File: config.mk
export PLATFORM = sky130hd
export DESIGN_NAME = cal_date_counter
export DESIGN_NICKNAME = d
export VERILOG_FILES = /design/src/rtl/cal_pkg.sv /design/src/rtl/cal_leap.sv /design/src/rtl/cal_month_len.sv /design/src/rtl/cal_step.sv /design/src/rtl/cal_date_counter.sv
export SDC_FILE = /design/constraint.sdc
export NUM_CORES = 1
export LEC_CHECK = 0
export BUFFER_PORTS_ARGS = -buffer_cell sky130_fd_sc_hd__buf_2
export CORE_UTILIZATION = 57
export CTS_CLUSTER_DIAMETER = 150
export DETAILED_ROUTE_END_ITERATION = 12
export HOLD_SLACK_MARGIN = 0.06
export PLACE_DENSITY = 0.79
export SLEW_MARGIN = 0
export SYNTH_ARGS = -nofsm -noshare
export SYNTH_HDL_FRONTEND = slang
export SYNTH_SLANG_ARGS = --single-unit
File: constraint.sdc
create_clock -name clk -period 12.5 [get_ports clk]
set_input_delay 0.625 -clock clk [delete_from_list [all_inputs] [get_ports clk]]
set_output_delay 0.625 -clock clk [all_outputs]
set_load 0.005 [all_outputs]
File: src/rtl/cal_pkg.sv
package cal_pkg;
  localparam int MON_W    = 4;
  localparam int DAY_W    = 6;   // five day bits plus one headroom bit
  localparam int DAY_CAP  = 31;
  localparam int MON_LAST = 12;

  typedef logic [MON_W-1:0] mon_t;
  typedef logic [DAY_W-1:0] day_t;
  typedef logic [DAY_W-2:0] dlen_t;

  localparam mon_t M_FEB = 4'd2;
  localparam mon_t M_APR = 4'd4;
  localparam mon_t M_JUN = 4'd6;
  localparam mon_t M_SEP = 4'd9;
  localparam mon_t M_NOV = 4'd11;

  typedef enum logic [1:0] {
    LEN_LONG,
    LEN_SHORT,
    LEN_FEB_LEAP,
    LEN_FEB_PLAIN
  } len_cls_e;
endpackage

File: src/rtl/cal_leap.sv
module cal_leap #(
  parameter int YEAR_W = 12
) (
  input  logic [YEAR_W-1:0] year,
  output logic              leap
);
  localparam logic [YEAR_W-1:0] FIVE_SQ = YEAR_W'(25);

  logic by4, by16, by25;

  // 400 = 16 * 25 and 100 = 4 * 25, so one non-power-of-two residue suffices
  assign by4  = (year[1:0] == 2'b00);
  assign by16 = (year[3:0] == 4'h0);
  assign by25 = ((year % FIVE_SQ) == '0);
  assign leap = by4 && (by16 || !by25);
endmodule

File: src/rtl/cal_month_len.sv
module cal_month_len
  import cal_pkg::*;
(
  input  mon_t  mon,
  input  logic  leap,
  output dlen_t dim
);
  len_cls_e cls;
  logic     short_mon;

  always_comb begin
    case (mon)
      M_APR, M_JUN, M_SEP, M_NOV: short_mon = 1'b1;
      default:                    short_mon = 1'b0;
    endcase
  end

  // priority: 30-day months, leap February, plain February, everything else
  always_comb begin
    if (short_mon)                 cls = LEN_SHORT;
    else if (mon == M_FEB && leap) cls = LEN_FEB_LEAP;
    else if (mon == M_FEB)         cls = LEN_FEB_PLAIN;
    else                           cls = LEN_LONG;
  end

  always_comb begin
    case (cls)
      LEN_SHORT:     dim = dlen_t'(30);
      LEN_FEB_LEAP:  dim = dlen_t'(29);
      LEN_FEB_PLAIN: dim = dlen_t'(28);
      default:       dim = dlen_t'(31);
    endcase
  end
endmodule

File: src/rtl/cal_step.sv
module cal_step
  import cal_pkg::*;
#(
  parameter int YEAR_W = 12
) (
  input  day_t              day,
  input  mon_t              mon,
  input  logic [YEAR_W-1:0] year,
  input  dlen_t             dim,
  input  logic              free_run,
  output day_t              day_n,
  output mon_t              mon_n,
  output logic [YEAR_W-1:0] year_n
);
  day_t inc;
  logic past_cap, month_end, year_end;

  always_comb begin
    inc       = day + day_t'(1);
    past_cap  = (inc > day_t'(DAY_CAP));
    month_end = past_cap || (!free_run && (day >= {1'b0, dim}));
    year_end  = month_end && (mon >= mon_t'(MON_LAST));

    day_n  = month_end ? day_t'(1) : inc;
    if (!month_end)    mon_n = mon;
    else if (year_end) mon_n = mon_t'(1);
    else               mon_n = mon + mon_t'(1);
    year_n = year_end ? (year + YEAR_W'(1)) : year;
  end
endmodule

File: src/rtl/cal_date_counter.sv
module cal_date_counter
  import cal_pkg::*;
#(
  parameter int YEAR_W     = 12,
  parameter int RESET_YEAR = 2000
) (
  input  logic              clk,
  input  logic              rst,
  input  logic              day_adv,
  input  logic              set_mode,
  input  logic              load_en,
  input  logic [4:0]        load_day,
  input  logic [3:0]        load_mon,
  input  logic [YEAR_W-1:0] load_year,
  output logic [4:0]        day_o,
  output logic [3:0]        mon_o,
  output logic [YEAR_W-1:0] year_o,
  output logic [4:0]        mon_days_o
);
  day_t              day_q, day_nx;
  mon_t              mon_q, mon_nx;
  logic [YEAR_W-1:0] year_q, year_nx;
  logic              leap;
  dlen_t             dim;
  logic              take_load;

  cal_leap #(.YEAR_W(YEAR_W)) u_leap (
    .year (year_q),
    .leap (leap)
  );

  cal_month_len u_len (
    .mon  (mon_q),
    .leap (leap),
    .dim  (dim)
  );

  cal_step #(.YEAR_W(YEAR_W)) u_step (
    .day      (day_q),
    .mon      (mon_q),
    .year     (year_q),
    .dim      (dim),
    .free_run (set_mode),
    .day_n    (day_nx),
    .mon_n    (mon_nx),
    .year_n   (year_nx)
  );

  assign take_load = set_mode && load_en;

  always_ff @(posedge clk) begin
    if (rst) begin
      day_q  <= day_t'(1);
      mon_q  <= mon_t'(1);
      year_q <= YEAR_W'(RESET_YEAR);
    end else if (take_load) begin
      day_q  <= {1'b0, load_day};
      mon_q  <= load_mon;
      year_q <= load_year;
    end else if (day_adv) begin
      day_q  <= day_nx;
      mon_q  <= mon_nx;
      year_q <= year_nx;
    end
  end

  assign day_o      = day_q[DAY_W-2:0];
  assign mon_o      = mon_q;
  assign year_o     = year_q;
  assign mon_days_o = dim;
endmodule

==> impl_metrics.env, run 1 <==
export IMPL_max_freq_ghz=0.1077
export IMPL_pwr_share_clk_pct=29.1
export IMPL_gp_congestion=1.051
export IMPL_syn_area_um2=3391
export IMPL_synth_area_top_cells="dfxtp_1, a21oi_1, o21ai_0"
export IMPL_postLayoutCellArea_um2=3616
export IMPL_wl_mm=9.198
export IMPL_period_needed_ps=9282
export IMPL_cts_tree="built"
export IMPL_final_common_cell="a21oi_1"
export IMPL_rows=27
export IMPL_grt_pass1_vias=3327
export IMPL_fin_crit_sh_pct=74.25
export IMPL_skew_ps=7.789
export IMPL_ctsHoldBuffers=0
export IMPL_core_area_um2=5608
export IMPL_routedWlPerCell_um=15.97
export IMPL_ioPinCount=52
export IMPL_path_clk_slew_ps=90
export IMPL_crit_type="flop to flop"
export IMPL_grt_overflow=0
export IMPL_cts_setup_buffers=0
export IMPL_worst_r2r_endpoint="year_o[9]"
export IMPL_required_ps=12670
export IMPL_grt_pass1_wl_mm=15.19
export IMPL_rsz0062_at_grt="false"
export IMPL_hold_slack_ps=516.3
export IMPL_cts_sinks=22
export IMPL_hold_violations=0
export IMPL_seqPwrFrac_pct=32.7
export IMPL_ys_flop_type="dfxtp_1"
export IMPL_min_from="day_q[5]"
export IMPL_cts_buffers=3
export IMPL_holdPathStages=1
export IMPL_whs_endpoint="day_q[5]"
export IMPL_dpl_instance_area_um2=3545
export IMPL_grt_use_total_pct=29.25
export IMPL_critPathSlowestCell="dfxtp_1"
export IMPL_ys_types=88
export IMPL_synth_warnings=0
export IMPL_intPower_uw=150.9
export IMPL_die_w_um=79.13
export IMPL_outcome="complete, no violations"
export IMPL_startpoint_type="flop"
export IMPL_area_growth_syn_to_layout_pct=6.642
export IMPL_p_per_area_nw_per_um2=65.36
export IMPL_drc=0
export IMPL_cts_root_buf="clkbuf_8"
export IMPL_arrival_ps=9460
export IMPL_detail_route_antenna_nets=0
export IMPL_hold_class="flop to flop"
export IMPL_place_detailed_hpwl_mm=6.811
export IMPL_layout_common_cells="a21oi_1, buf_2, nor2_1"
export IMPL_fp_dieH_um=79.13
export IMPL_initial_utilization_pct=60.46
export IMPL_clockBufferDepth=2
export IMPL_cts_resized=0
export IMPL_cts_htree_levels=1
export IMPL_rr_worst_depth=33
export IMPL_vdd_drop_max_mv=0.05626
export IMPL_port_buffers=48
export IMPL_synth_seq_cells=22
export IMPL_worst_slew_pin_slew_ps=958.4
export IMPL_vias=3881
export IMPL_n_antenna_cell=0
export IMPL_fin_nets=545
export IMPL_synthCells=484
export IMPL_antenna_found_initial=0
export IMPL_yosysTopAreaCell="dfxtp_1"
export IMPL_crit_path_end_kind="flop"
export IMPL_relSlewSlack_pct=36.11
export IMPL_synth_async_sr_flop_share_pct=0
export IMPL_synth_edf_count=0
export IMPL_p_comb_share_pct=38.2
export IMPL_switching_share_pct=36.16
export IMPL_avgSynthCellArea_um2=7.006
export IMPL_ys_seq_area_share_pct=12.99
export IMPL_drive_gt1_share_pct=16.27
export IMPL_die_area_um2=6261
export IMPL_cp_common_cell="o21ai_0"
export IMPL_critical_path_max_stage_delay_ps=810
export IMPL_reg2reg_from="year_o[9]"
export IMPL_grt_max_degree=29
export IMPL_totalNegativeSetupSlack_ps=0
export IMPL_max_cap_viol_count=0
export IMPL_r2r_slack_ps=3220
export IMPL_viasPerCell=6.738
export IMPL_clk_latency_ps=270
export IMPL_path_max_fanout=24
export IMPL_setup_viol=0
export IMPL_drt_pass1_iter_count=5
export IMPL_leakage_uw=0.001379
export IMPL_final_max_slew_viol_count=0
export IMPL_synth_top_area_share_pct=12.99
export IMPL_drtIter0Drc=320
export IMPL_p_sw_uw=85.46
## registers in the layout, indices dropped and copies added (netlist names)
signal / cells
mon_o: 4
day_q: 6
year_o: 12
## critical path, delay by kind of cell, from the launching register on
| kind | cells | cell delay [ps] |
|---|---|---|
| and+or+nand+nor | 4 | 960 |
| DFF | 1 | 810 |
| adders and majority gates | 3 | 800 |
| buffers and inverters | 1 | 140 |
| AOI/OAI and AO/OA | 24 | 6240 |
| xor gates and xnor gates | 1 | 210 |
## layer usage
layer | routed length (um) | share of wire (%) | vias to the layer above | global-route usage [%]
met1 | 4165 | 45 | 1812 | 39.47
met3 | 614 | 6.7 | 23 | 2.414
met4 | 170 | 1.8 | 0 | 7.455
met2 | 4247 | 46 | 165 | 49.74
li1 | - | - | 1881 | -
met5 | 0 | 0 | - | 0
## cells by family (layout without fill, tap and decap cells)
logic type | Yosys count | count (layout) | synth area share [%]
AOI/OAI and AO/OA | 214 | 214 | 46.27
xor gates and xnor gates | 7 | 7 | 1.808
adders and majority gates | 15 | 15 | 5.461
buffers and inverters | 51 | 69 | 7.306
DFF | 22 | 22 | 12.99
muxes | 4 | 4 | 1.513
other | 1 | 3 | 0.1106
and+or+nand+nor | 170 | 170 | 24.54
## area by class of cell
cell class                 instances  area [um^2]
clock buffer                       3        41.29
inverter                          17        63.81
multi-input combinational        413         2710
timing repair buffer              48        240.2
fill                             536         1992
sequential                        22        440.4
clock inverter                     1        30.03
tap                               72        90.09
## cell usage after synthesis, types with 4 or more instances
cell	instances
a21oi_1	51
nor2_1	46
nand2_1	44
o21ai_0	36
dfxtp_1	22
clkbuf_1	17
inv_1	17
nand3_1	15
nor3_1	15
ha_1	14
a31oi_1	9
buf_4	9
o31ai_1	8
a211oi_1	7
nand2b_1	7
nand4_1	7
nor2b_1	7
o22ai_1	7
a211o_1	6
a21o_1	6
buf_2	6
o21a_1	6
a22oi_1	5
nor3b_1	5
o211ai_1	5
or3_1	5
xnor2_1	5
and2_1	4
o211a_1	4
## through the flow
| stage | total power [uW] | instances | util [%] | worst slack (ps) |
|---|---|---|---|---|
| after floorplan | 147.7 | 486 | - | 4699 |
| after global placement | 164.4 | 572 | 63.21 | 3933 |
| after detailed placement | 166.4 | 572 | 63.21 | 3517 |
| after CTS | 235.0 | 576 | 64.48 | 3464 |
| after global routing | 249.0 | 576 | 64.48 | 2582 |
| final | 236.3 | 576 | 64.48 | 3218 |
## power groups by stage
stage / logic, uW / registers (uW) / clock network, uW
after global placement: 85.8 / 78.6 / 0
after floorplan: 70.5 / 77.1 / 0
after global routing: 98.9 / 77.7 / 72.3
after CTS: 88.2 / 77.1 / 69.7
after detailed placement: 87.7 / 78.7 / 0
final: 90.3 / 77.2 / 68.8
## worst max path at each step
stage | start | endpoint | slack (ps) | depth (start not counted)
after floorplan | year_o[8] | year_o[9] | 4700 | 36
after global placement | year_o[9] | year_o[9] | 3930 | 33
after detailed placement | year_o[9] | year_o[9] | 3520 | 33
after CTS | year_o[9] | year_o[9] | 3460 | 33
after global routing | year_o[9] | year_o[3] | 2580 | 34
final | year_o[9] | year_o[9] | 3220 | 33
No activity file was read; power rests on OpenSTA's default activity.
==> run 2, diff against run 1 <==
clock period = 8.9 ns   (was 12.5 ns; I/O delays follow)
==> impl_metrics.env, run 2 (same netlist as run 1, synthesis figures left out) <==
export IMPL_outcome="complete, no violations"
export IMPL_r2r_slack_ps=550
export IMPL_intPower_uw=217.1
export IMPL_hold_class="primary input to flop"
export IMPL_critPathSlowestCell="a2111oi_1"
export IMPL_detail_route_antenna_nets=0
export IMPL_grt_use_total_pct=30.51
export IMPL_drc=0
export IMPL_crit_path_end_kind="flop"
export IMPL_hold_slack_ps=407.8
export IMPL_grt_pass1_vias=3453
export IMPL_die_w_um=79.13
export IMPL_wl_mm=9.815
export IMPL_drtIter0Drc=406
export IMPL_relSlewSlack_pct=33.12
export IMPL_cp_common_cell="a21oi_1"
export IMPL_vias=4000
export IMPL_switching_share_pct=36.15
export IMPL_cts_root_buf="clkbuf_8"
export IMPL_arrival_ps=8490
export IMPL_viasPerCell=6.791
export IMPL_grt_max_degree=29
export IMPL_fin_nets=558
export IMPL_startpoint_type="flop"
export IMPL_rows=27
export IMPL_clk_latency_ps=270
export IMPL_gp_congestion=0.9528
export IMPL_pwr_share_clk_pct=28.2
export IMPL_cts_htree_levels=1
export IMPL_place_detailed_hpwl_mm=6.923
export IMPL_place_ws_ps=23.05
export IMPL_worst_slew_pin_slew_ps=994.7
export IMPL_path_max_fanout=15
export IMPL_die_area_um2=6261
export IMPL_dpl_instance_area_um2=3582
export IMPL_vdd_drop_max_mv=0.1296
export IMPL_area_growth_syn_to_layout_pct=12.44
export IMPL_final_max_slew_viol_count=0
export IMPL_max_cap_viol_count=0
export IMPL_skew_ps=10.93
export IMPL_antenna_found_initial=0
export IMPL_required_ps=9040
export IMPL_p_comb_share_pct=40.0
export IMPL_layout_common_cells="a21oi_1, buf_2, nor2_1"
export IMPL_hold_violations=0
export IMPL_leakage_uw=0.001457
export IMPL_final_common_cell="a21oi_1"
export IMPL_routedWlPerCell_um=16.66
export IMPL_ctsHoldBuffers=0
export IMPL_ioPinCount=52
export IMPL_largest_register_ffs=12
export IMPL_path_clk_slew_ps=90
export IMPL_cts_tree="built"
export IMPL_p_per_area_nw_per_um2=89.18
export IMPL_period_needed_ps=8355
export IMPL_n_antenna_cell=0
export IMPL_fp_dieH_um=79.13
export IMPL_grt_overflow=0
export IMPL_critical_path_max_stage_delay_ps=490
export IMPL_setup_viol=0
export IMPL_p_sw_uw=122.9
export IMPL_drive_gt1_share_pct=20.89
export IMPL_cts_sinks=22
export IMPL_seqPwrFrac_pct=31.7
export IMPL_clockBufferDepth=2
export IMPL_grt_pass1_wl_mm=15.84
export IMPL_max_freq_ghz=0.1197
export IMPL_core_area_um2=5608
export IMPL_initial_utilization_pct=60.46
export IMPL_postLayoutCellArea_um2=3812
export IMPL_layout_setup_ws_ps=545.1
export IMPL_port_buffers=48
export IMPL_drt_pass1_iter_count=5
export IMPL_fin_crit_sh_pct=93.88
export IMPL_crit_type="flop to flop"
export IMPL_cts_buffers=3
export IMPL_power_uw=340.0
-- run 2: layer usage --
layer	GRT usage (%)	share of wire, %
met2	51.55	48
met3	3.218	7.3
met5	0	0
met4	7.273	1.8
met1	41.23	43
-- run 2: final timing paths --
| kind | startpoint | end | cells past startpoint |
|---|---|---|---|
| setup / recovery | year_o[10] | year_o[0] | 36 |
| hold / removal | load_day[2] | day_q[2] | 3 |
| setup reg to reg | year_o[10] | year_o[0] | 36 |
| hold reg to reg | day_q[4] | day_q[4] | 2 |
-- run 2: area by class of cell --
class | instances | area (um^2)
fillers | 487 | 1795
inverters | 17 | 63.81
well taps | 72 | 90.09
repair buffers | 61 | 337.8
flip-flops and latches | 22 | 452.9
clock buffers | 3 | 41.29
multi-input cells | 413 | 2796
clock inverters | 1 | 30.03
-- run 2: power groups by stage --
| stage | clock network (uW) | registers, uW | logic [uW] |
|---|---|---|---|
| 4_1_cts | 96.7 | 108 | 126 |
| 2_1_floorplan | 0 | 108 | 99.1 |
| 6_report | 96.0 | 108 | 136 |
| 5_1_grt | 101 | 108 | 149 |
| 3_3_place_gp | 0 | 110 | 123 |
| 3_5_place_dp | 0 | 110 | 125 |
-- run 2: critical path: cells and delay by family (launching register included) --
kind | cells | cell delay [ps]
adder cells (fa/ha/maj) | 3 | 770
AO/OA/AOI/OAI | 20 | 4710
flip-flops | 1 | 390
AND/OR/NAND/NOR | 9 | 1570
XOR/XNOR | 1 | 180
buffers and inverters | 3 | 570
-- run 2: repair_timing --
item                                    4_1_cts  5_1_grt
resized for setup                             2       24
pin swaps                                     0        8
buffers inserted                              0        8
endpoints found under the setup margin        3       21
-- run 2: stage by stage --
stage	std cells	utilization, %	TNS [ps]
6_report	589	67.98	0
5_1_grt	589	67.98	-15.73
4_1_cts	581	65.19	0
3_5_place_dp	577	63.88	0
3_3_place_gp	577	63.88	0
2_1_floorplan	486	-	0
==> run 3, diff against run 2 <==
CORE_ASPECT_RATIO = 1.1   (was default)
==> impl_metrics.env, run 3 (same netlist as run 1, synthesis figures left out) <==
export IMPL_required_ps=9050
export IMPL_clockBufferDepth=2
export IMPL_wl_mm=9.606
export IMPL_fp_dieH_um=82.89
export IMPL_fin_crit_sh_pct=93.76
export IMPL_routedWlPerCell_um=16.17
export IMPL_detail_route_antenna_nets=0
export IMPL_path_max_fanout=15
export IMPL_place_detailed_hpwl_mm=7.049
export IMPL_hold_slack_ps=408.9
export IMPL_die_area_um2=6262
export IMPL_gp_congestion=1.024
export IMPL_initial_utilization_pct=58.77
export IMPL_max_cap_viol_count=0
export IMPL_max_freq_ghz=0.1198
export IMPL_vias=3947
export IMPL_die_w_um=75.54
export IMPL_fin_nets=558
export IMPL_holdPathStages=3
export IMPL_cts_root_buf="clkbuf_8"
export IMPL_totalNegativeSetupSlack_ps=0
export IMPL_layout_common_cells="a21oi_1, buf_2, nor2_1"
export IMPL_r2r_slack_ps=560
export IMPL_cts_sinks=22
export IMPL_outcome="complete, no violations"
export IMPL_p_per_area_nw_per_um2=83.20
export IMPL_core_area_um2=5769
export IMPL_startpoint_type="flop"
export IMPL_crit_type="flop to flop"
export IMPL_cts_buffers=3
export IMPL_clk_latency_ps=260
export IMPL_viasPerCell=6.645
export IMPL_drt_pass1_iter_count=5
export IMPL_ctsHoldBuffers=0
export IMPL_critPathSlowestCell="or2_2"
export IMPL_critical_path_max_stage_delay_ps=480
export IMPL_antenna_found_initial=0
export IMPL_rows=29
export IMPL_drc=0
export IMPL_grt_overflow=0
export IMPL_hold_violations=0
export IMPL_path_clk_slew_ps=80
export IMPL_final_common_cell="a21oi_1"
export IMPL_setup_viol=0
export IMPL_period_needed_ps=8345
export IMPL_rr_worst_depth=34
export IMPL_grt_pass1_wl_mm=15.86
export IMPL_cts_tree="built"
export IMPL_vdd_drop_max_mv=0.09989
export IMPL_leakage_uw=0.001439
export IMPL_n_antenna_cell=0
export IMPL_drtIter0Drc=423
export IMPL_drive_gt1_share_pct=20.12
export IMPL_relSlewSlack_pct=34.17
export IMPL_grt_pass1_vias=3517
export IMPL_area_growth_syn_to_layout_pct=10.30
export IMPL_skew_ps=2.787
export IMPL_final_max_slew_viol_count=0
export IMPL_largest_register_ffs=12
export IMPL_port_buffers=48
export IMPL_crit_path_end_kind="flop"
export IMPL_grt_use_total_pct=30.80
export IMPL_hold_class="primary input to flop"
export IMPL_grt_max_degree=29
export IMPL_cts_htree_levels=1
export IMPL_worst_slew_pin_slew_ps=987.5
export IMPL_arrival_ps=8490
export IMPL_ioPinCount=52
==> run 3: final timing paths <==
check / startpoint / end
min reg2reg: day_q[5] / day_q[5]
max reg2reg: year_o[7] / year_o[5]
min: load_day[2] / day_q[2]
max: year_o[7] / year_o[5]
==> run 3: power by group <==
part / internal (uW) / total (uW) / switching, uW / leakage [uW]
clock network: 39.5 / 73.1 / 33.7 / 0.0000288
logic: 52.9 / 130 / 77.2 / 0.00123
registers: 101 / 108 / 6.80 / 0.000178
==> run 3: what timing repair did <==
item	CTS	global route
resized for setup	0	13
buffers inserted	0	6
endpoints found under the setup margin	0	21
==> run 3: cell type report <==
cell class,instances,area (um^2)
Clock buffer,4,55.05
Fill cell,536,2029
Inverter,17,63.81
Multi-Input combinational cell,414,2741
Sequential cell,22,452.9
Tap cell,77,96.34
Timing Repair Buffer,60,330.3
==> run 3: critical path, delay by kind of cell (launching register included) <==
family	cells	cell delay (ps)
compound gates	21	4790
xor+xnor	1	180
fa+ha+maj	3	790
buf+inv	1	100
flops	1	400
mux	1	380
simple gates	7	1530
==> run 3: metal layers <==
layer  wire length (um)  part of all wire (%)  vias up  GRT usage [%]
li1                   -                     -     1916              -
met3                540                   5.6       18          1.942
met2               4637                    48      166          51.22
met4                162                   1.7        0          7.071
met1               4266                    44     1847          42.84
met5                  0                     0        -              0
==> run 3: per-stage QoR <==
| stage | util [%] | area, um^2 | power, uW | cells | worst slack, ps |
|---|---|---|---|---|---|
| final | 64.82 | 3740 | 311.2 | 594 | 555.2 |
| after global routing | 64.82 | 3740 | 330.4 | 594 | -43.53 |
| after CTS | 63.28 | 3651 | 307.2 | 587 | 13.88 |
| after detailed placement | 62.33 | 3596 | 234.3 | 583 | 94.58 |
| after global placement | 62.33 | 3596 | 230.9 | 583 | 450.3 |
| after floorplan | - | 3398 | 207.4 | 486 | 1099 |
